<file path="src/rtl/dcsel_pkg.sv">
package dcsel_pkg;

    localparam int GUARD_W = 8;
    localparam int BODY_W  = 32;
    localparam int ACC_W   = GUARD_W + BODY_W;
    localparam int MODE_W  = 3;
    localparam int OPC_W   = 2;

    typedef enum logic [OPC_W-1:0] {
        OP_ARITH = 2'b00,
        OP_LOGIC = 2'b01,
        OP_CMP   = 2'b10,
        OP_SPARE = 2'b11
    } op_cls_e;

    typedef enum logic [MODE_W-1:0] {
        SEL_CARRY = 3'd0,
        SEL_NEG   = 3'd1,
        SEL_ZERO  = 3'd2,
        SEL_OVF   = 3'd3,
        SEL_SGT   = 3'd4,
        SEL_SGE   = 3'd5,
        SEL_RSV6  = 3'd6,
        SEL_RSV7  = 3'd7
    } dc_sel_e;

    // Combinational flag bundle between the flag stage and the selector.
    typedef struct packed {
        logic c;
        logic z;
        logic n;
        logic v;
        logic gt;
        logic neg_top;
    } flag_bus_t;

    // Registered state of the block.
    typedef struct packed {
        logic dc;
        logic z;
        logic n;
        logic v;
        logic gt;
    } cond_state_t;

endpackage

</file>
<file path="src/rtl/dcsel_flag_calc.sv">
module dcsel_flag_calc
    import dcsel_pkg::*;
#(
    parameter int G_W = GUARD_W,
    parameter int B_W = BODY_W
) (
    input  logic [G_W+B_W-1:0] result_i,
    input  logic               carry_i,
    input  logic [OPC_W-1:0]   op_i,
    output flag_bus_t          flags_o
);
    localparam int A_W      = G_W + B_W;
    localparam int SIGN_POS = B_W - 1;
    localparam int SPAN_W   = A_W - SIGN_POS;

    logic [SPAN_W-1:0] span;
    logic              span_ones;
    logic              span_zeros;
    logic              is_logic;
    logic              body_zero;
    logic              full_zero;

    // Guard bits plus body sign must agree for the value to fit the body.
    assign span       = result_i[A_W-1:SIGN_POS];
    assign span_ones  = &span;
    assign span_zeros = ~|span;
    assign is_logic   = (op_i == OP_LOGIC);
    assign body_zero  = ~|result_i[B_W-1:0];
    assign full_zero  = body_zero & ~|result_i[A_W-1:B_W];

    always_comb begin
        flags_o         = '0;
        flags_o.n       = result_i[SIGN_POS];
        flags_o.z       = is_logic ? body_zero : full_zero;
        flags_o.v       = is_logic ? 1'b0 : ~(span_ones | span_zeros);
        flags_o.c       = is_logic ? 1'b0 : carry_i;
        flags_o.neg_top = is_logic ? result_i[SIGN_POS] : result_i[A_W-1];
        flags_o.gt      = ~(flags_o.n ^ flags_o.v) & ~flags_o.z;
    end

endmodule

</file>
<file path="src/rtl/dcsel_mode_mux.sv">
module dcsel_mode_mux
    import dcsel_pkg::*;
(
    input  flag_bus_t         flags_i,
    input  logic [MODE_W-1:0] sel_i,
    output logic              dc_o
);
    always_comb begin
        unique case (dc_sel_e'(sel_i))
            SEL_CARRY: dc_o = flags_i.c;
            SEL_NEG:   dc_o = flags_i.neg_top;
            SEL_ZERO:  dc_o = flags_i.z;
            SEL_OVF:   dc_o = flags_i.v;
            SEL_SGT:   dc_o = flags_i.gt;
            SEL_SGE:   dc_o = ~(flags_i.n ^ flags_i.v);
            default:   dc_o = 1'b0;
        endcase
    end

endmodule

</file>
<file path="src/rtl/dcsel_top.sv">
module dcsel_top
    import dcsel_pkg::*;
#(
    parameter int G_W = GUARD_W,
    parameter int B_W = BODY_W
) (
    input  logic                 clk,
    input  logic                 rst,
    input  logic                 upd_i,
    input  logic [MODE_W-1:0]    mode_i,
    input  logic [OPC_W-1:0]     op_i,
    input  logic [G_W+B_W-1:0]   result_i,
    input  logic                 carry_i,
    output logic                 dc_o,
    output logic                 z_o,
    output logic                 n_o,
    output logic                 v_o,
    output logic                 gt_o
);
    flag_bus_t   flags_w;
    logic        dc_w;
    cond_state_t st_d;
    cond_state_t st_q;

    dcsel_flag_calc #(.G_W(G_W), .B_W(B_W)) u_flags (
        .result_i (result_i),
        .carry_i  (carry_i),
        .op_i     (op_i),
        .flags_o  (flags_w)
    );

    dcsel_mode_mux u_sel (
        .flags_i (flags_w),
        .sel_i   (mode_i),
        .dc_o    (dc_w)
    );

    always_comb begin
        st_d = st_q;
        if (upd_i) begin
            st_d.dc = dc_w;
            st_d.z  = flags_w.z;
            st_d.n  = flags_w.n;
            st_d.v  = flags_w.v;
            st_d.gt = flags_w.gt;
        end
    end

    always_ff @(posedge clk) begin
        if (rst) st_q <= '0;
        else     st_q <= st_d;
    end

    assign dc_o = st_q.dc;
    assign z_o  = st_q.z;
    assign n_o  = st_q.n;
    assign v_o  = st_q.v;
    assign gt_o = st_q.gt;

    AST_RESET_CLEAR: assert property (@(posedge clk) rst |=> !(dc_o | z_o | n_o | v_o | gt_o));
    AST_HOLD_STATE: assert property (@(posedge clk) disable iff (rst) !upd_i |=> ($stable(dc_o) && $stable(z_o) && $stable(n_o) && $stable(v_o) && $stable(gt_o)));
    AST_ZERO_MODE: assert property (@(posedge clk) disable iff (rst) (upd_i && mode_i == SEL_ZERO) |=> dc_o == z_o);
    AST_OVF_MODE: assert property (@(posedge clk) disable iff (rst) (upd_i && mode_i == SEL_OVF) |=> dc_o == v_o);
    AST_GT_NOT_ZERO: assert property (@(posedge clk) disable iff (rst) z_o |-> !gt_o);
    AST_SGT_MODE: assert property (@(posedge clk) disable iff (rst) (upd_i && mode_i == SEL_SGT) |=> dc_o == gt_o);
    AST_SGE_MODE: assert property (@(posedge clk) disable iff (rst) (upd_i && mode_i == SEL_SGE) |=> dc_o == !(n_o ^ v_o));
    AST_LOGIC_NO_OVF: assert property (@(posedge clk) disable iff (rst) (upd_i && op_i == OP_LOGIC) |=> !v_o);
    AST_RSV_MODE: assert property (@(posedge clk) disable iff (rst) (upd_i && mode_i[2:1] == 2'b11) |=> !dc_o);

endmodule

</file>
<file path="config.mk">
export PLATFORM = sky130hd
export DESIGN_NAME = dcsel_top
export DESIGN_NICKNAME = d
export VERILOG_FILES = /design/src/rtl/dcsel_pkg.sv /design/src/rtl/dcsel_flag_calc.sv /design/src/rtl/dcsel_mode_mux.sv /design/src/rtl/dcsel_top.sv
export SDC_FILE = /design/constraint.sdc
export NUM_CORES = 1
export LEC_CHECK = 0
export ABC_AREA = 1
export BUFFER_PORTS_ARGS = -buffer_cell sky130_fd_sc_hd__buf_2
export CORE_ASPECT_RATIO = 1.25
export CORE_MARGIN = 1
export CORE_UTILIZATION = 25
export DETAILED_ROUTE_END_ITERATION = 10
export MAX_ROUTING_LAYER = met4
export PLACE_DENSITY_LB_ADDON = 0.15
export SYNTH_ARGS = -nofsm -noshare
export SYNTH_HDL_FRONTEND = slang
export SYNTH_SLANG_ARGS = --single-unit
</file>
<file path="constraint.sdc">
create_clock -name clk -period 1.4 [get_ports clk]
set_input_delay 0.21 -clock clk [delete_from_list [all_inputs] [get_ports clk]]
set_output_delay 0.21 -clock clk [all_outputs]
set_load 0.05 [all_outputs]
</file>
=== Yosys cells after proc, flatten, opt, wreduce, memory -nomap -nowiden ===
Cells that the tools add are included.

* Register bits after elaboration: 5
* Logic and storage cells: 31

* Equal/unequal tests: 6
* Multiplexer cells: 5
* Bitwise operators: 7
* Reduce and logical (&&, ||, !) cells: 8

{| class="wikitable"
|+ Operator list
! operator !! number
|-
| 32-bit OR reduction || 1
|-
| 9-bit AND reduction || 1
|-
| 9-bit OR reduction || 1
|-
| 8-bit OR reduction || 1
|-
| 3-bit by 2-bit equality test with 1-bit output (second input constant) || 2
|-
| 3-bit equality test (second input constant) || 2
|-
| 1-bit one-hot mux with 6 select lines || 1
|-
| 1-bit 2-to-1 mux || 4
|-
| 3-bit by 1-bit equality test with 1-bit output (second input constant) || 1
|-
| 1-bit logical NOT || 3
|-
| 3-bit logical NOT || 1
|-
| 1-bit NOT || 3
|-
| 1-bit bitwise AND || 2
|-
| 2-bit by 1-bit equality test with 1-bit output (second input constant) || 1
|-
| 1-bit OR || 1
|-
| 1-bit bitwise XOR || 1
|}

=== Longest topological paths before layout ===
* Depth in word-level cells: 9
* Mapped depth: 11
* Gate-level depth less buffers: 11

=== By module ===
Synthesis repeated with hierarchy kept, for this count alone.

* Cells, all modules: 117
* Area, all modules: 558.0 sq um

{| class="wikitable"
|+ Modules (own cells, without submodules)
! module !! times used !! cells an instance !! area each (sq um) !! sequential area each (sq um)
|-
| dcsel_flag_calc || 1 || 63 || 256.5 || 0.0
|-
| dcsel_top || 1 || 32 || 209.0 || 100.1
|-
| dcsel_mode_mux || 1 || 22 || 92.6 || 0.0
|}

=== Worst setup path after synthesis ===
Ideal clock, no wire load.

* Path kind: input to register
* Start: in op_i[0]
* End: reg st_q (netlist bit dc_o)
* Data arrival time: 0.970 ns
* Data required time: 1.285 ns
* Slack: 0.315 ns
* Stages: 11
* Buffers on the path: 0
* Cells stage by stage: inv_1 nor2_1 nor2_1 o21ai_1 nand2_1 nand2_1 nand2_1 nand3_1 nand2_1 nand2_1 a21oi_2

* Longest elaborated chain between the ends: 6
* Elaborated cells on any way between the ends: 10

{| class="wikitable"
|+ Ends and longest elaborated chain
! what !! RTL line !! source
|-
| start, declared || dcsel_top.sv:11 || <nowiki>input logic [OPC_W-1:0] op_i,</nowiki>
|-
| 2-bit by 1-bit equality test with 1-bit output * || dcsel_flag_calc.sv:27 || <nowiki>assign is_logic = (op_i == OP_LOGIC);</nowiki>
|-
| 1-bit 2-to-1 mux || dcsel_flag_calc.sv:35 || <nowiki>flags_o.v = is_logic ? 1'b0 : ~(span_ones | span_zeros);</nowiki>
|-
| 1-bit bitwise XOR || dcsel_flag_calc.sv:38, dcsel_mode_mux.sv:15 ||
|-
| 1-bit NOT || dcsel_flag_calc.sv:38, dcsel_mode_mux.sv:15 ||
|-
| 1-bit bitwise AND || dcsel_flag_calc.sv:38 || <nowiki>flags_o.gt = ~(flags_o.n ^ flags_o.v) & ~flags_o.z;</nowiki>
|-
| 1-bit one-hot mux with 6 select lines * || dcsel_mode_mux.sv:9 || <nowiki>unique case (dc_sel_e'(sel_i))</nowiki>
|-
| end signal, assigned || dcsel_top.sv:51 || <nowiki>else st_q <= st_d;</nowiki>
|-
| end, declared || dcsel_top.sv:23 || <nowiki>cond_state_t st_q;</nowiki>
|}

Every way passes the cells marked *; elsewhere a longest branch is shown, timed or not.
A chain may end at the register's enable or synchronous reset.

=== Final worst setup path ===
* Start: reg st_q (netlist bit dc_o)
* End: out dc_o

{| class="wikitable"
|+ RTL lines
! what !! RTL line !! source
|-
| end, declared || dcsel_top.sv:14 || <nowiki>output logic dc_o,</nowiki>
|}

No word-level cell between the ends.

==> impl_metrics.ini <==
[run_status]
status = finished clean

[detailed_routing]
drtIter0Drc = 4
vias = 773
drc = 0
wl_per_cell_um = 7.775
wirelength_um = 1345
first_pass_iters = 4
drt-vias-per-instance = 4.468
ant_nets = 0

[critical_path]
required_ns = 1.19
cp.arrival_ns = 0.82
slowest_delay_ns = 0.32
cp_max_fo = 2
path_cells = buf_2
critical_path.startpoint = dc_o$_SDFFE_PP0P_
crit_end = dc_o
crit_buf_inv = 1
cp_slowest_cell = dfxtp_1
reg2reg_to = v_o$_SDFFE_PP0P_
critical_path_class = flop to output port
cp.depth = 1
reg2regPathDepth = 4
endpoint_kind = output port
worstSetupStartpointType = flop
crit_family = flip-flops
r2r_slack_ns = 0.75
reg2reg_from = v_o$_SDFFE_PP0P_

[finish]
synthToLayoutAreaGrowth_pct = 64.95
multi_input_area_um2 = 355.3
fin_util_pct = 44.82
final_area_um2 = 800.8
regArea_um2 = 100.1
finalNonFillerCells = 173
fill_cells = 217
diodes = 0
final_nets = 204
drive_above_1_share_pct = 40.91

[placed_design]
place_ws_ns = 0.1149
placed_area_um2 = 774.5
io_buffer_count = 53
placed_cells_incl_taps = 169
hpwl_um = 1213
gp_congestion = 0.7564

[synth]
yosysTopAreaCellShare_pct = 25.52
avgSynthCellArea_um2 = 5.005
synth_edf_count = 0
ys_ff_latch = 5
synth_most_common_cell = nor2_1
yosys_warnings = 0
synth_top_area_cell = nor2_1
ys_top_cells_by_count = nor2_1, nand2_1, inv_1, a21oi_1, dfxtp_1
ys_seq_area_share_pct = 20.62
synth_flop_cell = dfxtp_1
syn_area_um2 = 485.5
synth_cell_types = 14
netlist_instances = 97
yosys-top-cells-area = nor2_1, nand2_1, dfxtp_1, inv_1, a21oi_1
syn-num-nets = 146
async_reset_ff_share_pct = 0

[min_path]
hold_depth = 2
min_path_type = input port to flop

[sta]
whs_ns = 0.1594
setup_slack_ns = 0.3698
tightestPinTransition_ns = 0.2480
max_freq_mhz = 970.7
rsz0062_at_grt = false
final-setup-viol-count = 0
fin_skew_ns = 0
finalSetupTns_ns = 0
finalCriticalPeriod_ns = 1.030
finalHoldViolations = 0
timing.final.crit_share_pct = 73.58
relSlewSlack_pct = 83.58
maxSlewViolCount = 0

[die]
die_area_mm2 = 0.002123
initial_utilization_pct = 27.17
fp.dieW_um = 41.42
die_h_um = 51.27
ios = 54
coreArea_mm2 = 0.001787
rows = 17

[power]
p_int_mw = 0.3435
p_leak_nw = 0.4518
power_frac_seq_pct = 30.8
clkPwrFrac_pct = 31.9
peakVddDrop_mv = 0.2308
cellPowerDensity_mw_per_mm2 = 637.4
p_sw_mw = 0.1669
power_frac_comb_pct = 37.3
sw_frac_of_total_pct = 32.69
total_power_mw = 0.5104

[global_route]
antenna_found_initial = 0
grt_pass1_vias = 698
grt_max_degree = 9
grt_pass1_wl_um = 2408
overflow = 0
grt_usage_pct = 14.73

[clocking]
path_clk_slew_ns = 0.04
max-clock-path-buffers = 2
htree_num_levels = 1
numClockSinks = 5
tritoncts = built
cts_resized = 0
cts_setup_buffers = 0
cts_root_buf = clkbuf_4
cts_hold_buf = 0
clk_latency_ns = 0.24
cts_buffers = 3

[job]
maxCapViolCount = 0
-- how the worst min path moves through the flow --
| stage | start | endpoint | slack [ns] |
|---|---|---|---|
| 2_1_floorplan | rst | dc_o$_SDFFE_PP0P_ | 0.27 |
| 3_3_place_gp | rst | dc_o$_SDFFE_PP0P_ | 0.41 |
| 3_5_place_dp | rst | dc_o$_SDFFE_PP0P_ | 0.40 |
| 4_1_cts | rst | dc_o$_SDFFE_PP0P_ | 0.15 |
| 5_1_grt | rst | dc_o$_SDFFE_PP0P_ | 0.16 |
| 6_report | rst | dc_o$_SDFFE_PP0P_ | 0.16 |
-- state kept, by name (all words and copies together), names as in the netlist --
signal and cells:
dc_o 1, gt_o 1, n_o 1, v_o 1
z_o 1
-- layout make-up --
| cell class | count | area share, % |
|---|---|---|
| multi-input cells | 84 | 44.38 |
| repair buffers | 53 | 33.12 |
| flip-flops and latches | 5 | 12.50 |
| inverters | 8 | 3.750 |
| clock buffers | 4 | 3.281 |
| well taps | 19 | 2.969 |
-- power groups by stage --
stage          Sequential, mW  Clock [mW]  Combinational (mW)
2_1_floorplan           0.194           0              0.0629
3_3_place_gp            0.159           0               0.189
3_5_place_dp            0.159           0               0.192
4_1_cts                 0.157       0.169               0.192
5_1_grt                 0.158       0.181               0.216
6_report                0.157       0.163               0.190
-- cells in the final DEF, fill, tap and decap left out --
cell      Yosys  final
dfxtp_1       5      5
clkbuf_1      0      1
nand2_1      32     32
nor2_1       33     33
inv_1         7      7
o21ai_2       1      1
nand3_2       1      1
inv_2         1      1
nor2_2        2      2
o21ai_1       2      2
o21ai_0       4      4
a21oi_1       5      5
or2_2         1      1
nand3_1       2      2
buf_2         0     53
a21oi_2       1      1
clkbuf_4      0      3
-- metal layers --
metal	GRT usage [%]	part of all wire, %
met2	28.91	54
met3	2.473	9.6
met4	8.065	0.67
met5	-	0
met1	13.16	36
-- cells by family (layout without fill, tap and decap cells) --
kind of cell           Yosys count  count (layout)  share of synthesized area (%)
and+or+nand+nor                 71              71                          58.25
AOI/OAI and AO/OA               13              13                          14.95
buffers and inverters            8              65                          6.186
DFF                              5               5                          20.62
Power figures use the tool's default switching activity.
